===== config.mk =====
export PLATFORM = sky130hd
export DESIGN_NAME = cursor_overlay
export DESIGN_NICKNAME = d
export VERILOG_FILES = /design/src/rtl/cursor_pkg.sv /design/src/rtl/cursor_regs.sv /design/src/rtl/cursor_pix.sv /design/src/rtl/cursor_overlay.sv
export SDC_FILE = /design/constraint.sdc
export NUM_CORES = 2
export LEC_CHECK = 0
export BUFFER_PORTS_ARGS = -buffer_cell sky130_fd_sc_hd__buf_4
export CORE_MARGIN = 4
export CORE_UTILIZATION = 35
export CTS_CLUSTER_SIZE = 24
export DETAILED_ROUTE_END_ITERATION = 12
export GPL_ROUTABILITY_DRIVEN = 0
export HOLD_SLACK_MARGIN = 0.08
export PLACE_DENSITY = 0.61
export SLEW_MARGIN = 20
export SYNTH_ARGS = -nofsm -noshare
export SYNTH_HDL_FRONTEND = slang
export SYNTH_HIERARCHICAL = 1
export SYNTH_SLANG_ARGS = --single-unit

===== constraint.sdc =====
create_clock -name clk_i -period 5.9 [get_ports clk_i]
set_input_delay 1.18 -clock clk_i [delete_from_list [all_inputs] [get_ports clk_i]]
set_output_delay 1.18 -clock clk_i [all_outputs]
set_load 0.1 [all_outputs]

===== src/rtl/cursor_pkg.sv =====
package cursor_pkg;
  localparam int AW = 12;
  localparam int DW = 32;
  localparam logic [AW-1:0] OFF_MISC  = 12'h818;
  localparam logic [AW-1:0] OFF_POS   = 12'h8FC;
  localparam logic [AW-1:0] OFF_MASK  = 12'h900;
  localparam logic [AW-1:0] OFF_COLR  = 12'h980;
  localparam logic [DW-1:0] MISC_FIXED = 32'h0200_0000;
  localparam logic [15:0]   PARK_X     = 16'hF000;
endpackage


===== src/rtl/cursor_regs.sv =====
module cursor_regs
  import cursor_pkg::*;
#(
  parameter int CW = 16,
  parameter int N  = 32
) (
  input  logic               clk_i,
  input  logic               rst_ni,
  input  logic               we_i,
  input  logic [AW-1:0]      addr_i,
  input  logic [DW-1:0]      wdata_i,
  output logic [DW-1:0]      rdata_o,
  output logic [CW-1:0]      cur_x_o,
  output logic [CW-1:0]      cur_y_o,
  output logic [N-1:0][N-1:0] mask_o,
  output logic [N-1:0][N-1:0] colr_o
);
  localparam int RIW = $clog2(N);
  localparam logic [AW-1:0] MASK_END = AW'(OFF_MASK + 4 * N);
  localparam logic [AW-1:0] COLR_END = AW'(OFF_COLR + 4 * N);

  logic [AW-1:0] mask_off, colr_off;
  logic          mask_sel, colr_sel;
  logic [RIW-1:0] mask_row, colr_row;
  logic [DW-1:0] misc_q;

  assign mask_off = addr_i - OFF_MASK;
  assign colr_off = addr_i - OFF_COLR;
  assign mask_sel = we_i && (addr_i >= OFF_MASK) && (addr_i < MASK_END);
  assign colr_sel = we_i && (addr_i >= OFF_COLR) && (addr_i < COLR_END);
  assign mask_row = mask_off[RIW+1:2];
  assign colr_row = colr_off[RIW+1:2];

  for (genvar r = 0; r < N; r++) begin : g_row
    always_ff @(posedge clk_i or negedge rst_ni) begin
      if (!rst_ni) begin
        mask_o[r] <= '0;
        colr_o[r] <= '0;
      end else begin
        if (mask_sel && mask_row == RIW'(r)) mask_o[r] <= wdata_i[N-1:0];
        if (colr_sel && colr_row == RIW'(r)) colr_o[r] <= wdata_i[N-1:0];
      end
    end
  end

  always_ff @(posedge clk_i or negedge rst_ni) begin
    if (!rst_ni) begin
      cur_x_o <= CW'(PARK_X);
      cur_y_o <= '0;
      misc_q  <= '0;
    end else if (we_i) begin
      if (addr_i == OFF_POS) begin
        cur_x_o <= wdata_i[16 +: CW];
        cur_y_o <= wdata_i[0 +: CW];
      end
      if (addr_i == OFF_MISC) misc_q <= wdata_i;
    end
  end

  assign rdata_o = (addr_i == OFF_MISC) ? (misc_q | MISC_FIXED) : '0;
endmodule


===== src/rtl/cursor_pix.sv =====
module cursor_pix #(
  parameter int CW     = 16,
  parameter int N      = 32,
  parameter int IDX_W  = 8,
  parameter int DISP_W = 640
) (
  input  logic                clk_i,
  input  logic                rst_ni,
  input  logic                valid_i,
  input  logic [CW-1:0]       x_i,
  input  logic [CW-1:0]       y_i,
  input  logic [IDX_W-1:0]    idx_i,
  input  logic [CW-1:0]       cur_x_i,
  input  logic [CW-1:0]       cur_y_i,
  input  logic [N-1:0][N-1:0] mask_i,
  input  logic [N-1:0][N-1:0] colr_i,
  output logic                valid_o,
  output logic [IDX_W:0]      entry_o
);
  localparam int RIW = $clog2(N);
  localparam logic [IDX_W:0] ENT_BG = (IDX_W+1)'((1 << IDX_W) + 2);
  localparam logic [IDX_W:0] ENT_FG = (IDX_W+1)'((1 << IDX_W) + 3);

  logic [CW:0]    dx, dy;
  logic           in_win, on_scr, hit, sel_fg;
  logic [RIW-1:0] col, row, bitpos;

  // wrap-around of negative offsets makes them large, so one compare per axis
  assign dx     = {1'b0, x_i} - {1'b0, cur_x_i};
  assign dy     = {1'b0, y_i} - {1'b0, cur_y_i};
  assign in_win = (dx < (CW+1)'(N)) && (dy < (CW+1)'(N));
  assign on_scr = x_i < CW'(DISP_W);
  assign col    = dx[RIW-1:0];
  assign row    = dy[RIW-1:0];
  assign bitpos = RIW'(N - 1) - col;
  assign hit    = in_win && on_scr && mask_i[row][bitpos];
  assign sel_fg = colr_i[row][bitpos];

  always_ff @(posedge clk_i or negedge rst_ni) begin
    if (!rst_ni) begin
      valid_o <= 1'b0;
      entry_o <= '0;
    end else begin
      valid_o <= valid_i;
      entry_o <= hit ? (sel_fg ? ENT_FG : ENT_BG) : {1'b0, idx_i};
    end
  end
endmodule


===== src/rtl/cursor_overlay.sv =====
module cursor_overlay
  import cursor_pkg::*;
#(
  parameter int CW     = 16,
  parameter int N      = 32,
  parameter int IDX_W  = 8,
  parameter int DISP_W = 640
) (
  input  logic             clk_i,
  input  logic             rst_ni,
  input  logic             reg_we_i,
  input  logic [AW-1:0]    reg_addr_i,
  input  logic [DW-1:0]    reg_wdata_i,
  output logic [DW-1:0]    reg_rdata_o,
  input  logic             pix_valid_i,
  input  logic [CW-1:0]    pix_x_i,
  input  logic [CW-1:0]    pix_y_i,
  input  logic [IDX_W-1:0] pix_index_i,
  output logic             pix_valid_o,
  output logic [IDX_W:0]   pix_entry_o
);
  logic [CW-1:0]       cur_x, cur_y;
  logic [N-1:0][N-1:0] mask, colr;

  cursor_regs #(.CW(CW), .N(N)) u_regs (
    .clk_i   (clk_i),
    .rst_ni  (rst_ni),
    .we_i    (reg_we_i),
    .addr_i  (reg_addr_i),
    .wdata_i (reg_wdata_i),
    .rdata_o (reg_rdata_o),
    .cur_x_o (cur_x),
    .cur_y_o (cur_y),
    .mask_o  (mask),
    .colr_o  (colr)
  );

  cursor_pix #(.CW(CW), .N(N), .IDX_W(IDX_W), .DISP_W(DISP_W)) u_pix (
    .clk_i   (clk_i),
    .rst_ni  (rst_ni),
    .valid_i (pix_valid_i),
    .x_i     (pix_x_i),
    .y_i     (pix_y_i),
    .idx_i   (pix_index_i),
    .cur_x_i (cur_x),
    .cur_y_i (cur_y),
    .mask_i  (mask),
    .colr_i  (colr),
    .valid_o (pix_valid_o),
    .entry_o (pix_entry_o)
  );
endmodule


---- Word-level counts from Yosys, hierarchy flattened ----
Cells that the tools add are included.
W data, S select, Z words.
cells by class
  add/subtract/negate cells ............... 5
  magnitude comparators ................... 9
  equal/unequal tests ..................... 64
  multiplexer cells ....................... 11
  reduce and logical (&&, ||, !) cells .... 75
operator list
  cell                    count
  $bmux W32 S5            2
  $eq A5 B5 Y1 const B    32
  $mux W32                3
  $eq A5 B4 Y1 const B    16
  $logic_and A1 B1 Y1     71
  $eq A5 B3 Y1 const B    8
  $lt A17 B6 Y1 const B   2
  $sub A16 B16 Y17        2
  $eq A12 B12 Y1 const B  2
  $ge A12 B12 Y1 const B  2
  $lt A12 B12 Y1 const B  2
  $eq A5 B2 Y1 const B    4
  $lt A16 B10 Y1 const B  1
  $sub A7 B1 Y7 const B   2
  $lt A5 B6 Y1 const B    2
  $bmux W1 S5             2
  $eq A5 B1 Y1 const B    2
  $logic_not A5 Y1        2
  $mux W9                 1
  $sub A5 B5 Y5 const A   1
  $reduce_and A2 Y1       2
  $mux W1                 3
storage, ports and cells
  bits in registers ....................... 2122
  bits of input ports ..................... 88
  output and inout port bits .............. 42
  logic and storage cells ................. 233

---- Logic depth before layout (Yosys ltp) ----
  depth in word-level cells ............... 7
  depth in mapped cells ................... 20
  gate-level depth less buffers ........... 14

---- Hierarchy ----
Netlist, hierarchy kept.
by module, submodules not included
  module       times used  cells an instance  area an instance (µm²)  sequential area each (µm²)
  cursor_regs  1           4803               79409.9                 52830.7
  cursor_pix   1           1760               19199.7                 250.2

---- Worst setup path before layout ----
Ideal clock, no wire load.
  kind .................................... input to output
  from .................................... input reg_addr_i[9]
  to ...................................... output reg_rdata_o[0]
  arrival time ............................ 4.349 ns
  required time ........................... 4.720 ns
  setup slack ............................. 0.371 ns
  stages .................................. 6
  path buffers ............................ 3
  cell sequence ........................... or3b_1 -> clkbuf_1 -> clkbuf_1 -> nor4_1 -> clkbuf_1 -> and2_1
on the way
  word-level cells in the longest chain between the ends .. 2
RTL lines
  element         line                  text
  from (decl)     cursor_overlay.sv:12  input logic [AW-1:0] reg_addr_i,
  $eq A12 B12 Y1  cursor_regs.sv:60     assign rdata_o = (addr_i == OFF_MISC) ? (misc_q | MISC_FIXED) : '0;
  $mux W32        cursor_regs.sv:60
  to (decl)       cursor_overlay.sv:14  output logic [DW-1:0] reg_rdata_o,
Every way passes these cells.

---- Worst setup path in the final report ----
  from .................................... input pix_y_i[0]
  to ...................................... register u_pix.entry_o[0]
on the way
  word-level cells in the longest chain between the ends .. 7
  elaborated cells between the ends (all ways) .. 15
  those cells by class .................... add/sub (1); order compare (1); mux (10); reduce/logical (3)
RTL lines
  element                                                line                                text
  from (decl)                                            cursor_overlay.sv:17                input logic [CW-1:0] pix_y_i,
  $sub A16 B16 Y17 (*)                                   cursor_pix.sv:30                    assign dy = {1'b0, y_i} - {1'b0, cur_y_i};
  $bmux W32 S5, on equally long branches                 cursor_pix.sv:37, cursor_pix.sv:36
  $mux W32, on equally long branches                     cursor_pix.sv:37, cursor_pix.sv:36
  $bmux W1 S5, on equally long branches                  cursor_pix.sv:37, cursor_pix.sv:36
  $mux W1, on equally long branches                      cursor_pix.sv:37, cursor_pix.sv:36
  $mux W1 / $logic_and A1 B1 Y1 (equally long branches)  cursor_pix.sv:45, cursor_pix.sv:36
  $mux W9 (*)                                            cursor_pix.sv:45                    entry_o <= hit ? (sel_fg ? ENT_FG : ENT_BG) : {1'b0, idx_i};
  to (signal assigned)                                   cursor_pix.sv:45
  to (decl)                                              cursor_pix.sv:18                    output logic [IDX_W:0] entry_o
Every way passes the cells marked *; elsewhere a longest branch is shown, timed or not. The select of a mux whose other input is x is not followed.
A chain may end at the register's enable or synchronous reset.

==> impl.org <==
** Logic synthesis
- Yosys warning count :: 6
- Synthesized Nets :: 6685
- Fraction of registers with async set or reset after synthesis :: 1.000
- In the synthesized netlist the dominant register cell turns out to be sky130_fd_sc_hd__dfrtp_1.
- Yosys reg bits :: 2121
- The share of the Yosys chip area taken by registers is 0.5383.
- The netlist uses 84 different library cells.
- Yosys mapped a number of flops with a built-in enable equal to 0.
- Netlist Area Pre-Place :: 0.09861 mm^2
- Cell count after synthesis :: 6563
- A synthesized cell averages 15.03 um^2.

** Final layout
- Relative to the synthesized area, the layout overhead comes to 13.10%.
- Number of filler cells placed in the layout :: 25530
- In the final layout, the share of cells above drive strength 1 is 0.4924.
- Number of cells in the finished layout apart from fillers :: 10417
- Fin util :: 0.3985
- The net count of the finished layout is roughly 6600.

** GRT
- For this run the aggregate overflow at the end of global routing stands at 0.
- The first global-routing pass estimated 428000 um of wire.
- Total routing usage reported by global routing :: 0.1949
- Vias in the first global route :: 61908
- Entering global routing, the biggest net connects roughly 170 pins.
- Antenna violations before repair :: 15

** Clocking
- Clock tree synthesis inserted a total of 219 buffers.
- Largest buffer count on any clock path :: 4
- CTS tree :: built
- CTS Hold Buffers Added :: 0
- The tree is rooted in a sky130_fd_sc_hd__clkbuf_16.
- For this design, the sink count on the clock tree is 2121.
- Skew-Pair Late Insertion Delay :: about 850 ps
- Clock-pin slew was measured on the worst setup and hold paths at roughly 60 ps.
- The number of setup buffers added after CTS is 0.
- CTS HTree Levels :: 4
- Post_cts resized :: 0

** Detailed routing
- Number of nets still failing antenna checks after routing :: 0
- WL per Instance :: 27.57 um
- Initial DRC Count :: 4502
- For this block, the via count after detailed routing is 58394.
- After detailed routing, the number of remaining DRC violations is 0.
- Wires add up to 287200 um.
- DRT Pass-1 Iters :: 6
- Number of vias per cell :: 5.606

** STA
- The total count of hold-check failures in the final report is 0.
- Setup repair after global routing left no endpoint under its margin.
- Slew at the pin with the worst max-slew slack :: 1180 ps
- In this run the tightest slew margin relative to its limit is 0.2077.
- The max-slew violation count is 0.
- Hold is met by 322.4 ps.
- Worst Skew :: 47.03 ps
- For the finished layout, the period the worst path requires is 5245 ps.
- Setup violations, final :: 0
- Static timing analysis puts the maximum clock frequency at 190.7 MHz.
- Setup TNS :: 0 ps
- Share of the cycle needed by the critical path after routing :: 0.8890

** Power
- The analysis attributes to cell leakage a power of 52.60 nW.
- IR analysis of the VDD net gives a maximum drop of 0.2290 mV.
- Power comes to 0.03092 W.
- Power per standard cell area :: 277.2 mW/mm^2

** Floorplanning
- From bottom edge to top edge, the die measures between 500 and 600 um.
- The floorplan step defined a core boundary enclosing about 0.28 mm^2.
- 130 I/O pins were placed.
- For this configuration, the core starts out at a cell density of 0.3523.
- The floorplan has 194 rows.
- Horizontal die dimension :: 538.8 um
- Die footprint :: 0.2903 mm^2

** Placement
- Once placement completed, the tool counted placed cells totaling 10029.
- Number of buffers added on ports :: 129
- After legalization and detailed placement, the total HPWL measured roughly 170000 um.

** Worst setup path
- Endpoint kind of the worst setup timing path :: flip-flop
- STA classifies the critical path startpoint as an input pin.
- For flop-to-flop paths, the worst setup slack is 780 ps.
- WP data required :: around 6600 ps
- Highest fanout seen on the critical path :: 34
- Category of the most critical setup path :: input pin to flip-flop
- At the worst endpoint, the arrival time is 5980 ps.

** Worst hold path
- Hold WC Path Type :: input pin to async pin

** Run status
- Status :: complete, no violations

** Flow run
- The tool flagged a number of max-cap violations equal to 0.
## cell usage in the layout, fill, tap and decap left out, types with 14 or more instances in the layout
master,Yosys,final
sky130_fd_sc_hd__buf_12,0,59
sky130_fd_sc_hd__and3_1,16,16
sky130_fd_sc_hd__nand3_1,98,98
sky130_fd_sc_hd__mux2_1,169,169
sky130_fd_sc_hd__ha_1,32,31
sky130_fd_sc_hd__and2_1,40,40
sky130_fd_sc_hd__clkbuf_1,312,54
sky130_fd_sc_hd__mux4_2,513,513
sky130_fd_sc_hd__nor3_1,74,26
sky130_fd_sc_hd__nor3_2,0,48
sky130_fd_sc_hd__nand2_1,296,295
sky130_fd_sc_hd__mux2i_1,82,82
sky130_fd_sc_hd__mux2_2,1951,1951
sky130_fd_sc_hd__a22oi_1,15,15
sky130_fd_sc_hd__clkbuf_8,0,52
sky130_fd_sc_hd__a2111oi_0,14,14
sky130_fd_sc_hd__buf_4,40,338
sky130_fd_sc_hd__a21oi_1,39,39
sky130_fd_sc_hd__inv_1,55,55
sky130_fd_sc_hd__nor4_1,22,21
sky130_fd_sc_hd__clkbuf_16,0,221
sky130_fd_sc_hd__nor2_1,34,32
sky130_fd_sc_hd__a31oi_1,22,22
sky130_fd_sc_hd__o21ai_0,32,32
sky130_fd_sc_hd__a32oi_1,35,35
sky130_fd_sc_hd__bufinv_16,0,14
sky130_fd_sc_hd__dfrtp_1,2117,2117
sky130_fd_sc_hd__nand4_1,27,27
sky130_fd_sc_hd__clkinv_2,0,31
sky130_fd_sc_hd__a311oi_1,15,15
## worst max-delay path, stage by stage
cell and delay [ps]:
sky130_fd_sc_hd__buf_4 110, sky130_fd_sc_hd__inv_1 70, sky130_fd_sc_hd__ha_4 170, sky130_fd_sc_hd__fa_4 490, sky130_fd_sc_hd__xnor2_2 280, sky130_fd_sc_hd__buf_12 220
sky130_fd_sc_hd__buf_12 230, sky130_fd_sc_hd__buf_12 290, sky130_fd_sc_hd__mux4_2 540, sky130_fd_sc_hd__mux2_2 270, sky130_fd_sc_hd__o21ai_0 450, sky130_fd_sc_hd__a21oi_1 140
sky130_fd_sc_hd__a21oi_1 300, sky130_fd_sc_hd__nor3_1 90, sky130_fd_sc_hd__a32oi_1 470, sky130_fd_sc_hd__buf_4 230, sky130_fd_sc_hd__nor4_4 60, sky130_fd_sc_hd__mux2_4 320
## power by group
group	total, W	internal, W	switching, W
Sequential	0.0149	0.0148	0.000101
Combinational	0.00217	0.000737	0.00144
Clock	0.0139	0.00811	0.00578
Total	0.0309	0.0236	0.00731
## cell usage after synthesis, types with 14 or more instances
| cell | number | area [um^2] |
|---|---|---|
| sky130_fd_sc_hd__buf_2 | 273 | 1366 |
| sky130_fd_sc_hd__a311oi_1 | 15 | 131.4 |
| sky130_fd_sc_hd__a2111oi_0 | 14 | 122.6 |
| sky130_fd_sc_hd__nand3_1 | 98 | 490.5 |
| sky130_fd_sc_hd__clkbuf_1 | 312 | 1171 |
| sky130_fd_sc_hd__mux2i_1 | 82 | 820.8 |
| sky130_fd_sc_hd__nand2_1 | 296 | 1111 |
| sky130_fd_sc_hd__and2_1 | 40 | 250.2 |
| sky130_fd_sc_hd__a22oi_1 | 15 | 112.6 |
| sky130_fd_sc_hd__nand4_1 | 27 | 168.9 |
| sky130_fd_sc_hd__mux4_2 | 513 | 11550 |
| sky130_fd_sc_hd__inv_1 | 55 | 206.5 |
| sky130_fd_sc_hd__mux2_1 | 169 | 1903 |
| sky130_fd_sc_hd__mux2_2 | 1951 | 21970 |
| sky130_fd_sc_hd__nor2_1 | 34 | 127.6 |
| sky130_fd_sc_hd__buf_4 | 40 | 300.3 |
| sky130_fd_sc_hd__nor3_1 | 74 | 370.4 |
| sky130_fd_sc_hd__a21oi_1 | 39 | 195.2 |
| sky130_fd_sc_hd__or4_1 | 22 | 165.2 |
| sky130_fd_sc_hd__nor4_1 | 22 | 137.6 |
| sky130_fd_sc_hd__dfrtp_1 | 2117 | 52980 |
| sky130_fd_sc_hd__a32oi_1 | 35 | 306.5 |
| sky130_fd_sc_hd__buf_1 | 21 | 78.83 |
| sky130_fd_sc_hd__and3_1 | 16 | 100.1 |
| sky130_fd_sc_hd__a31oi_1 | 22 | 137.6 |
| sky130_fd_sc_hd__ha_1 | 32 | 400.4 |
| sky130_fd_sc_hd__o21ai_0 | 32 | 160.2 |
## per-layer routing
metal	vias up	routed length (um)	track usage
met5	-	21	0
met4	4	7423	0.04809
met3	435	15480	0.03069
met2	1598	133800	0.3118
met1	32143	130500	0.2783
li1	24214	-	-
## sequential cells by signal, summed over array words and instances, names as in the netlist
signal          count
u_regs/cur_y_o     16
u_regs/cur_x_o     16
u_regs/colr_o    1024
u_regs/misc_q      31
u_pix/entry_o       9
u_regs/mask_o    1024
u_pix/valid_o       1
## per-stage QoR
step	area (um^2)	worst slack (ps)
after global placement	104400	-163.9
after CTS	111500	742.5
after floorplan	98610	370.6
final	111500	654.9
after global routing	111500	567.0
after detailed placement	104400	-159.2
## layout make-up
type,instances,area (um^2),area share
antenna,7,17.52,0.0001571
clock buffer,327,6449,0.05782
clock inverter,54,660.6,0.005924
inverter,56,210.2,0.001885
multi-input combinational,3730,42700,0.3829
sequential,2121,53080,0.4759
tap,3724,4659,0.04178
timing repair buffer,398,3746,0.03359
## final timing paths
kind / startpoint / endpoint / depth (start not counted)
setup reg to reg: u_regs/cur_y_o[0] / u_pix/entry_o[0] / 16
hold / removal: rst_ni / u_regs/misc_q[11] / 1
max in group asynchronous: rst_ni / u_regs/colr_o[383] / 2
min in group clk_i: pix_valid_i / u_pix/valid_o / 1
setup / recovery: pix_y_i[0] / u_pix/entry_o[0] / 18
hold reg to reg: u_regs/mask_o[694] / u_regs/mask_o[694] / 1
## cell families after synthesis
kind of cell | Yosys count | share of synthesized area
AO/OA/AOI/OAI | 272 | 0.02026
buffers and inverters | 712 | 0.03285
multiplexers | 2716 | 0.3677
AND/OR/NAND/NOR | 698 | 0.03543
flip-flops | 2121 | 0.5383
XOR/XNOR | 10 | 0.0009644
adder cells (fa/ha/maj) | 34 | 0.004466
(Power assumes the default switching activity.)
